===== src/rtl/sgp_pkg.sv =====
package sgp_pkg;

  // number of independent serial data lines
  localparam int unsigned SGP_LANES = 2;

  // half period of the serial clock in system cycles, never below 2
  function automatic int unsigned sgp_half_div(input int unsigned sys_hz,
                                               input int unsigned sclk_hz);
    int unsigned h;
    h = sys_hz / (2 * sclk_hz);
    return (h < 2) ? 2 : h;
  endfunction

endpackage


===== src/rtl/sgp_clk_div.sv =====
module sgp_clk_div #(
  parameter int unsigned HALF = 4
) (
  input  logic clk,
  input  logic rst,
  input  logic en,
  output logic sclk_pull_o,
  output logic rise_stb_o
);

  localparam int unsigned   CW   = (HALF > 1) ? $clog2(HALF) : 1;
  localparam logic [CW-1:0] TERM = CW'(HALF - 1);

  logic [CW-1:0] cnt_q;
  logic          term;

  assign term = (cnt_q == TERM);

  always_ff @(posedge clk) begin
    if (rst || !en) begin
      cnt_q       <= '0;
      sclk_pull_o <= 1'b0;
    end else if (term) begin
      cnt_q       <= '0;
      sclk_pull_o <= ~sclk_pull_o;
    end else begin
      cnt_q <= cnt_q + CW'(1);
    end
  end

  // the line goes high in the cycle after this strobe; data moves on the same edge
  assign rise_stb_o = en && term && sclk_pull_o;

  // a disabled link leaves the clock line released
  assert_idle_high_R1: assert property (@(posedge clk) disable iff (rst)
    !en |=> !sclk_pull_o);

  // the clock line only toggles at the end of a half period
  assert_half_period_R2: assert property (@(posedge clk) disable iff (rst)
    (en && !term) |=> (!en || $stable(sclk_pull_o)));

endmodule


===== src/rtl/sgp_framer.sv =====
module sgp_framer #(
  parameter int unsigned STREAM_W = 24,
  parameter int unsigned PAT_W    = 4
) (
  input  logic             clk,
  input  logic             rst,
  input  logic             en,
  input  logic             rise_stb_i,
  input  logic [PAT_W-1:0] pat_i,
  output logic             start_stb_o,
  output logic             load_pull_o
);

  localparam int unsigned   IW   = $clog2(STREAM_W);
  localparam logic [IW-1:0] LAST = IW'(STREAM_W - 1);

  logic [IW-1:0]    idx_q;
  logic [IW-1:0]    idx_nx;
  logic             started_q;
  logic [PAT_W-1:0] pat_q;
  logic             load_lvl;

  always_comb begin
    start_stb_o = rise_stb_i && (!started_q || idx_q == LAST);
    idx_nx      = start_stb_o ? '0 : idx_q + IW'(1);
    load_lvl    = (idx_nx == '0);
    // pattern bits follow the marker, most significant first
    for (int j = 0; j < int'(PAT_W); j++) begin
      if (int'(idx_nx) == int'(PAT_W) - j) load_lvl = pat_q[j];
    end
  end

  always_ff @(posedge clk) begin
    if (rst || !en) begin
      idx_q       <= '0;
      started_q   <= 1'b0;
      pat_q       <= '0;
      load_pull_o <= 1'b0;
    end else if (rise_stb_i) begin
      idx_q       <= idx_nx;
      started_q   <= 1'b1;
      load_pull_o <= ~load_lvl;
      if (start_stb_o) pat_q <= pat_i;
    end
  end

  // the bit index never leaves the stream
  assert_index_bound_R4: assert property (@(posedge clk) disable iff (rst)
    idx_q <= LAST);

  // every stream opens with the load line released (high)
  assert_marker_high_R4: assert property (@(posedge clk) disable iff (rst)
    start_stb_o |=> !load_pull_o);

  // after the pattern the load line is held low until the stream ends
  assert_load_low_after_pat_R5: assert property (@(posedge clk) disable iff (rst)
    (rise_stb_i && started_q && int'(idx_q) >= int'(PAT_W) && idx_q != LAST)
      |=> load_pull_o);

endmodule


===== src/rtl/sgp_lane.sv =====
module sgp_lane #(
  parameter int unsigned STREAM_W = 24
) (
  input  logic                clk,
  input  logic                rst,
  input  logic                en,
  input  logic                rise_stb_i,
  input  logic                start_stb_i,
  input  logic [STREAM_W-1:0] stat_i,
  output logic                pull_o
);

  // shadow of the bits still to be sent in this stream
  logic [STREAM_W-2:0] sh_q;

  always_ff @(posedge clk) begin
    if (rst || !en) begin
      sh_q   <= '0;
      pull_o <= 1'b0;
    end else if (start_stb_i) begin
      pull_o <= ~stat_i[0];
      sh_q   <= stat_i[STREAM_W-1:1];
    end else if (rise_stb_i) begin
      pull_o <= ~sh_q[0];
      sh_q   <= {1'b0, sh_q[STREAM_W-2:1]};
    end
  end

  // the line holds between serial-clock rises
  assert_hold_between_rises_R3: assert property (@(posedge clk) disable iff (rst)
    (en && !rise_stb_i) |=> (!en || $stable(pull_o)));

  // the first bit of a stream is status bit 0, pulled low when it is 0
  assert_first_bit_R6: assert property (@(posedge clk) disable iff (rst)
    start_stb_i |=> (pull_o == !$past(stat_i[0])));

endmodule


===== src/rtl/sgp_tx.sv =====
module sgp_tx
  import sgp_pkg::*;
#(
  parameter int unsigned SYS_HZ         = 25_000_000,
  parameter int unsigned SCLK_HZ        = 32_000,
  parameter int unsigned DRIVES         = 8,
  parameter int unsigned BITS_PER_DRIVE = 3,
  parameter int unsigned PAT_W          = 4
) (
  input  logic                             clk,
  input  logic                             rst,
  input  logic                             en,
  input  logic [DRIVES*BITS_PER_DRIVE-1:0] stat_a,
  input  logic [DRIVES*BITS_PER_DRIVE-1:0] stat_b,
  input  logic [PAT_W-1:0]                 vend_pat,
  output logic                             sclk_pull,
  output logic                             load_pull,
  output logic                             dout_a_pull,
  output logic                             dout_b_pull
);

  localparam int unsigned STREAM_W = DRIVES * BITS_PER_DRIVE;
  localparam int unsigned HALF     = sgp_half_div(SYS_HZ, SCLK_HZ);

  logic                                rise_stb;
  logic                                start_stb;
  logic [SGP_LANES-1:0][STREAM_W-1:0]  lane_stat;
  logic [SGP_LANES-1:0]                lane_pull;

  assign lane_stat[0] = stat_a;
  assign lane_stat[1] = stat_b;

  sgp_clk_div #(.HALF(HALF)) u_clk (
    .clk        (clk),
    .rst        (rst),
    .en         (en),
    .sclk_pull_o(sclk_pull),
    .rise_stb_o (rise_stb)
  );

  sgp_framer #(.STREAM_W(STREAM_W), .PAT_W(PAT_W)) u_frame (
    .clk        (clk),
    .rst        (rst),
    .en         (en),
    .rise_stb_i (rise_stb),
    .pat_i      (vend_pat),
    .start_stb_o(start_stb),
    .load_pull_o(load_pull)
  );

  for (genvar g = 0; g < SGP_LANES; g++) begin : g_lane
    sgp_lane #(.STREAM_W(STREAM_W)) u_lane (
      .clk        (clk),
      .rst        (rst),
      .en         (en),
      .rise_stb_i (rise_stb),
      .start_stb_i(start_stb),
      .stat_i     (lane_stat[g]),
      .pull_o     (lane_pull[g])
    );
  end

  assign dout_a_pull = lane_pull[0];
  assign dout_b_pull = lane_pull[1];

  // nothing moves on the edge where the serial clock falls
  assert_stable_at_fall_R3: assert property (@(posedge clk) disable iff (rst)
    $rose(sclk_pull) |-> ($stable(load_pull) && $stable(dout_a_pull) && $stable(dout_b_pull)));

  // dropping the enable releases every line on the next cycle
  assert_release_when_off_R1: assert property (@(posedge clk) disable iff (rst)
    !en |=> (!load_pull && !dout_a_pull && !dout_b_pull));

endmodule


===== config.mk =====
export PLATFORM = sky130hd
export DESIGN_NAME = sgp_tx
export DESIGN_NICKNAME = d
export VERILOG_FILES = /design/src/rtl/sgp_pkg.sv /design/src/rtl/sgp_clk_div.sv /design/src/rtl/sgp_framer.sv /design/src/rtl/sgp_lane.sv /design/src/rtl/sgp_tx.sv
export SDC_FILE = /design/constraint.sdc
export NUM_CORES = 1
export LEC_CHECK = 0
export BUFFER_PORTS_ARGS = -buffer_cell sky130_fd_sc_hd__buf_4
export CAP_MARGIN = 20
export CORE_MARGIN = 8
export CORE_UTILIZATION = 45
export CTS_CLUSTER_SIZE = 24
export DETAILED_ROUTE_END_ITERATION = 12
export GPL_TIMING_DRIVEN = 0
export PLACE_DENSITY = 0.71
export SLEW_MARGIN = 30
export SYNTH_ARGS = -nofsm -noshare
export SYNTH_HDL_FRONTEND = slang
export SYNTH_SLANG_ARGS = --single-unit

===== constraint.sdc =====
create_clock -name clk -period 2.1 [get_ports clk]
set_input_delay 0.42 -clock clk [delete_from_list [all_inputs] [get_ports clk]]
set_output_delay 0.42 -clock clk [all_outputs]
set_load 0.02 [all_outputs]

Word level (Yosys, flattened, before mapping)

Index checks and enable logic that the tools add are counted.

Output and inout port bits: 4
Logic and storage cells: 48
Flip-flop bits (word level): 69
Input bits: 55

$add $sub $neg: 2
Equal/unequal tests: 6
Bitwise operators: 6
Reductions and logical operators: 11
Muxes and demuxes: 13

Operator list:

| cell                  | number |
|---|---|
| $mux W23              | 4 |
| $eq A5 B3 Y1 const B  | 2 |
| $add A9 B1 Y9 const B | 1 |
| $eq A9 B9 Y1 const B  | 1 |
| $mux W1               | 8 |
| $not A1 Y1            | 6 |
| $add A5 B1 Y5 const B | 1 |
| $eq A5 B2 Y1 const B  | 1 |
| $eq A5 B4 Y1 const B  | 1 |
| $eq A5 B5 Y1 const B  | 1 |
| $logic_not A5 Y1      | 1 |
| $mux W5               | 1 |
| $logic_and A1 B1 Y1   | 3 |
| $logic_not A1 Y1      | 2 |
| $logic_or A1 B1 Y1    | 2 |
| $reduce_and A2 Y1     | 1 |
| $reduce_bool A2 Y1    | 1 |
| $reduce_or A2 Y1      | 1 |

Depth between registers and ports, before layout

Word-level depth: 11
Depth in mapped cells: 8
Mapped depth without buffers: 6

Hierarchy

From an unflattened synthesis, not the netlist that was laid out.

Cell total of the unflattened synthesis: 335
Area, all modules: 3609.7 µm²

Modules (own cells, without submodules):

| module      | seq. area each (µm²) | cells an instance | times used | area an instance (µm²) |
|---|---|---|---|---|
| sgp_lane    | 480.5                | 109               | 2          | 1282.5 |
| sgp_framer  | 220.2                | 68                | 1          | 590.6 |
| sgp_clk_div | 200.2                | 49                | 1          | 454.2 |

Worst setup path after synthesis

Ideal clock, no wire load.

Path type: flip-flop to flip-flop
From: register u_frame.idx_q[0]
To: register g_lane[0].u_lane.sh_q[14]
Clock period less this slack: 1.768 ns
Required time: 2.011 ns
Stages on the path, launching flop included: 8
Path slack: 0.332 ns
Setup time: 0.089 ns
Arrival: 1.680 ns
Path buffers: 2
Cells stage by stage: dfxtp_1 -> ha_1 -> buf_2 -> and4b_1 -> nor2_1 -> clkbuf_1 -> nand2_1 -> a311oi_2

Longest elaborated chain between the ends: 4
Elaborated cells between the ends (all ways): 5
Classes of those cells: eq/ne (1); mux (1); reduce/logical (3)

Ends and longest elaborated chain:

| item                                           | RTL line         | text |
|---|---|---|
| start, declared                                | sgp_framer.sv:17 | `logic [IW-1:0] idx_q;` |
| start signal, assigned                         | sgp_framer.sv:40 | `idx_q <= idx_nx;` |
| $eq A5 B5 Y1 (*)                               | sgp_framer.sv:24 | `start_stb_o = rise_stb_i && (!started_q \|\| idx_q == LAST);` |
| $logic_or A1 B1 Y1 (*)                         | sgp_framer.sv:24 |  |
| $logic_and A1 B1 Y1 (*)                        | sgp_framer.sv:24 |  |
| $mux W23 or $reduce_bool A2 Y1 (tied branches) | --               |  |
| end signal, assigned                           | sgp_lane.sv:22   | `sh_q <= stat_i[STREAM_W-1:1];` |
| end signal, assigned                           | sgp_lane.sv:25   | `sh_q <= {1'b0, sh_q[STREAM_W-2:1]};` |
| end, declared                                  | sgp_lane.sv:14   | `logic [STREAM_W-2:0] sh_q;` |

Every way passes the cells marked *; elsewhere a longest branch is shown, timed or not.
A chain may end at the register's enable or synchronous reset.

Worst setup path after layout

From: register u_frame.idx_q[0]
To: register g_lane[1].u_lane.sh_q[20]

Longest elaborated chain between the ends: 4
Elaborated cells between the ends (all ways): 5
Classes of those cells: eq/ne (1); mux (1); reduce/logical (3)

Ends and longest elaborated chain:

| item                                           | RTL line |
|---|---|
| $eq A5 B5 Y1 (*)                               | sgp_framer.sv:24 |
| $logic_or A1 B1 Y1 (*)                         | sgp_framer.sv:24 |
| $logic_and A1 B1 Y1 (*)                        | sgp_framer.sv:24 |
| $mux W23 or $reduce_bool A2 Y1 (tied branches) | -- |
| end signal, assigned                           | sgp_lane.sv:22 |
| end signal, assigned                           | sgp_lane.sv:25 |
| end, declared                                  | sgp_lane.sv:14 |

Marked as above.

==> impl_results.md <==
- Sequential share of power: 0.508
- P&R area growth vs syn: 22.94%
- Placement Setup Slack: -147.6 ps
- Area of the mapped netlist: 3415 um^2
- Die height: 103.1 um
- First-pass GRT wire length: 13580 um
- Worst-path maximum fanout: 10
- Minimum clock period: 1936 ps
- Max Slew Vio Count: 0
- WS Path Type: flop to flop
- Total setup buffers inserted after CTS: 0
- Hold depth: 3
- Avg Inst Size Synth: about 8.7 um^2
- Hold Crit Endpoint: u_frame.pat_q[1]
- Initial drt markers: 142
- Num Clock Sinks: 69
- Area leader, netlist: dfxtp_1
- Hold Slack: 345.0 ps
- Final setup vio count: 0
- Number of global-route vias before repair: between 2000 and 3000
- RSZ-0062 raised after global routing: no
- Worst slew pin tran: 717.8 ps
- Pin count of the biggest net entering global routing: 12
- Commonest non-fill, non-tap cell in the layout: nand2_1
- First-pass DRT Iterations: 4
- Clk network pwr share: 0.434
- Slowest stage delay, CP: 360 ps
- Critical path data required time: between 2000 and 2500 ps
- Gr ovfl total: 0
- Internal power: 2004 uW
- Nets@finish: 518
- Skew final: between 6 and 7 ps
- Detail Placement HPWL: 5879 um
- Fmax: 516.5 MHz
- Status: completed
- Max-cap violations: 0
- TritonCTS clock tree: built
- Root buf cell: clkbuf_8
- YS warnings: 0
- Total power: about 2600 uW
- P_leak: 0.001493 uW
- Power Density: roughly 600 nW/um^2
- Psw: 577.0 uW
- Most frequent cells in the layout: nand2_1 (104), dfxtp_1 (68), buf_4 (63)
- Clk pin slew, worst setup/hold paths: 70 ps
- Via count: around 3000
- Top cells by area, synth: dfxtp_1 (40%), a311oi_2 (19%), nand2_1 (12%)
- Max VDD drop: roughly 400 uV
- Synth unique cells: 33
- CP startpoint kind: flop
- Total CTS buffers: 9
- Post-Route WL: between 8000 and 9000 um
- H-tree depth: 3
- Logic pwr share: 0.058
- FF-to-FF End: g_lane[1].u_lane.sh_q[20]
- Worst Path Buf+Inv: 2
- DRC: 0
- Vias per inst: 5.266
- Synthesized flop and latch total: 69
- Hold_sp: vend_pat[1]
- Initial Util: 0.4683
- Net Count, Synth: 449
- Input/output buffers: 58
- Rows: 31
- Max_slew headroom: 0.5214
- Initial antenna violation count: 0
- Worst-Skew Late Latency: around 340 ps
- CP arrival: 2190 ps
- R2R Path Start: u_frame.idx_q[0]
- Layout cell share with drive strength beyond 1: 0.3140
- Die width: 103.1 um
- Sequential area share after synthesis: 0.4045
- # diodes: 0
- Top-area cell type share of the netlist area: 0.4045
- WL per Instance: 14.54 um
- Hold crit path type: input pin to flop
- Die Area: 10630 um^2
- Final Hold Fails: 0
- Switch share: 0.2235
- CP cell instances: ha_1, buf_2, and4b_1, nor2_2, clkbuf_2, nand2_1, a311oi_2
- Period utilization: 0.9220
- Fin Setup TNS: 0 ps
- Clock buffer depth: 2
- Core Area: 7292 um^2
- Placer Congestion: 0.8810
- Worst Setup End Kind: flop
- Post-synthesis instance total: 391
- Reg2Reg Setup Slack: around 160 ps
- Max stage delay cell, worst path: dfxtp_2
- CP top delay family: simple AND/OR/NAND/NOR gates
- Antenna viol nets, final: 0
- IO Count: 59
- Total track usage: 0.1587
- Final Worst Setup Slack: 163.9 ps
- Reg2Reg Depth: 7
## kinds of logic after synthesis
logic type / count (synthesis) / synth area share
simple gates: 202 / 0.2565
xor+xnor: 9 / 0.02308
compound gates: 73 / 0.2407
buf+inv: 34 / 0.06120
fa+ha+maj: 3 / 0.01099
flops: 69 / 0.4045
mux: 1 / 0.002932
## power by group through the flow
stage	registers, uW	clock network (uW)	logic (uW)
2_1_floorplan	1340	0	57.5
3_5_place_dp	1340	0	151
5_1_grt	1310	1180	164
3_3_place_gp	1340	0	150
4_1_cts	1310	1140	153
6_report	1310	1120	151
## cell type report
type | instances | area [um^2]
inverter | 3 | 11.26
buffer | 31 | 212.7
fill | 686 | 3094
multi-input combinational | 288 | 1829
sequential | 69 | 1383
timing repair buffer | 58 | 435.4
clock inverter | 3 | 43.79
tap | 99 | 123.9
clock buffer | 13 | 158.9
## routing by layer
layer  share of wire  track usage  up-vias
met1            0.47       0.1970     1393
met4          0.0072      0.05562        0
met5               0            0        -
met3           0.064      0.03984        6
li1                -            -     1504
met2            0.46       0.2600       67
## synth_stat cells (all sizes together)
cell type	number
nand3	16
or4	1
o211ai	1
nand2	105
and3	2
nor2b	2
a32o	1
and4b	2
mux2i	1
a21oi	15
a311oi	45
or3	1
a211o	1
a31oi	1
nand4b	2
xor2	4
and4	1
buf	15
dfxtp	69
inv	3
xnor2	5
nor3	5
nor2	59
ha	3
nand4	2
o21ai	9
clkbuf	16
nand2b	3
nor4b	1
## worst min-delay path: cells and delay by family
family | cells | cell delay, ps
AO/OA/AOI/OAI | 1 | 50
buffers and inverters | 1 | 110
AND/OR/NAND/NOR | 1 | 50
## worst max-delay path by stage
stage	from	endpoint	slack, ps	cells past startpoint
after floorplan	u_frame.idx_q[0]	g_lane[0].u_lane.sh_q[14]	330	7
after global placement	u_frame.idx_q[0]	g_lane[1].u_lane.sh_q[20]	-40	7
after detailed placement	u_frame.idx_q[0]	g_lane[0].u_lane.sh_q[4]	-150	7
after CTS	u_frame.idx_q[0]	g_lane[1].u_lane.sh_q[20]	30	7
after global routing	u_frame.idx_q[0]	g_lane[1].u_lane.sh_q[17]	70	7
final	u_frame.idx_q[0]	g_lane[1].u_lane.sh_q[20]	160	7
## through the flow
step                      utilization  area (um^2)  std cells
after global routing           0.5757         4198        564
after global placement         0.5450         3974        548
final                          0.5757         4198        564
after detailed placement       0.5450         3974        548
after CTS                      0.5745         4189        564
after floorplan                     -         3415        391
## sequential cells by signal, summed over array words and instances, names as in the netlist
name	count
g_lane.u_lane.sh_q	46
u_clk.cnt_q	9
u_frame.idx_q	5
u_frame.pat_q	4
g_lane.u_lane.pull_o	2
u_clk.sclk_pull_o	1
u_frame.load_pull_o	1
u_frame.started_q	1
## repair_timing
| item | 4_1_cts | 5_1_grt |
|---|---|---|
| pin swaps | 0 | 0 |
| hold buffers | 0 | 0 |
| resized for setup | 10 | 6 |
| cloned | 0 | 0 |
| setup endpoints to repair | 45 | 44 |
Power figures use the tool's default switching activity.
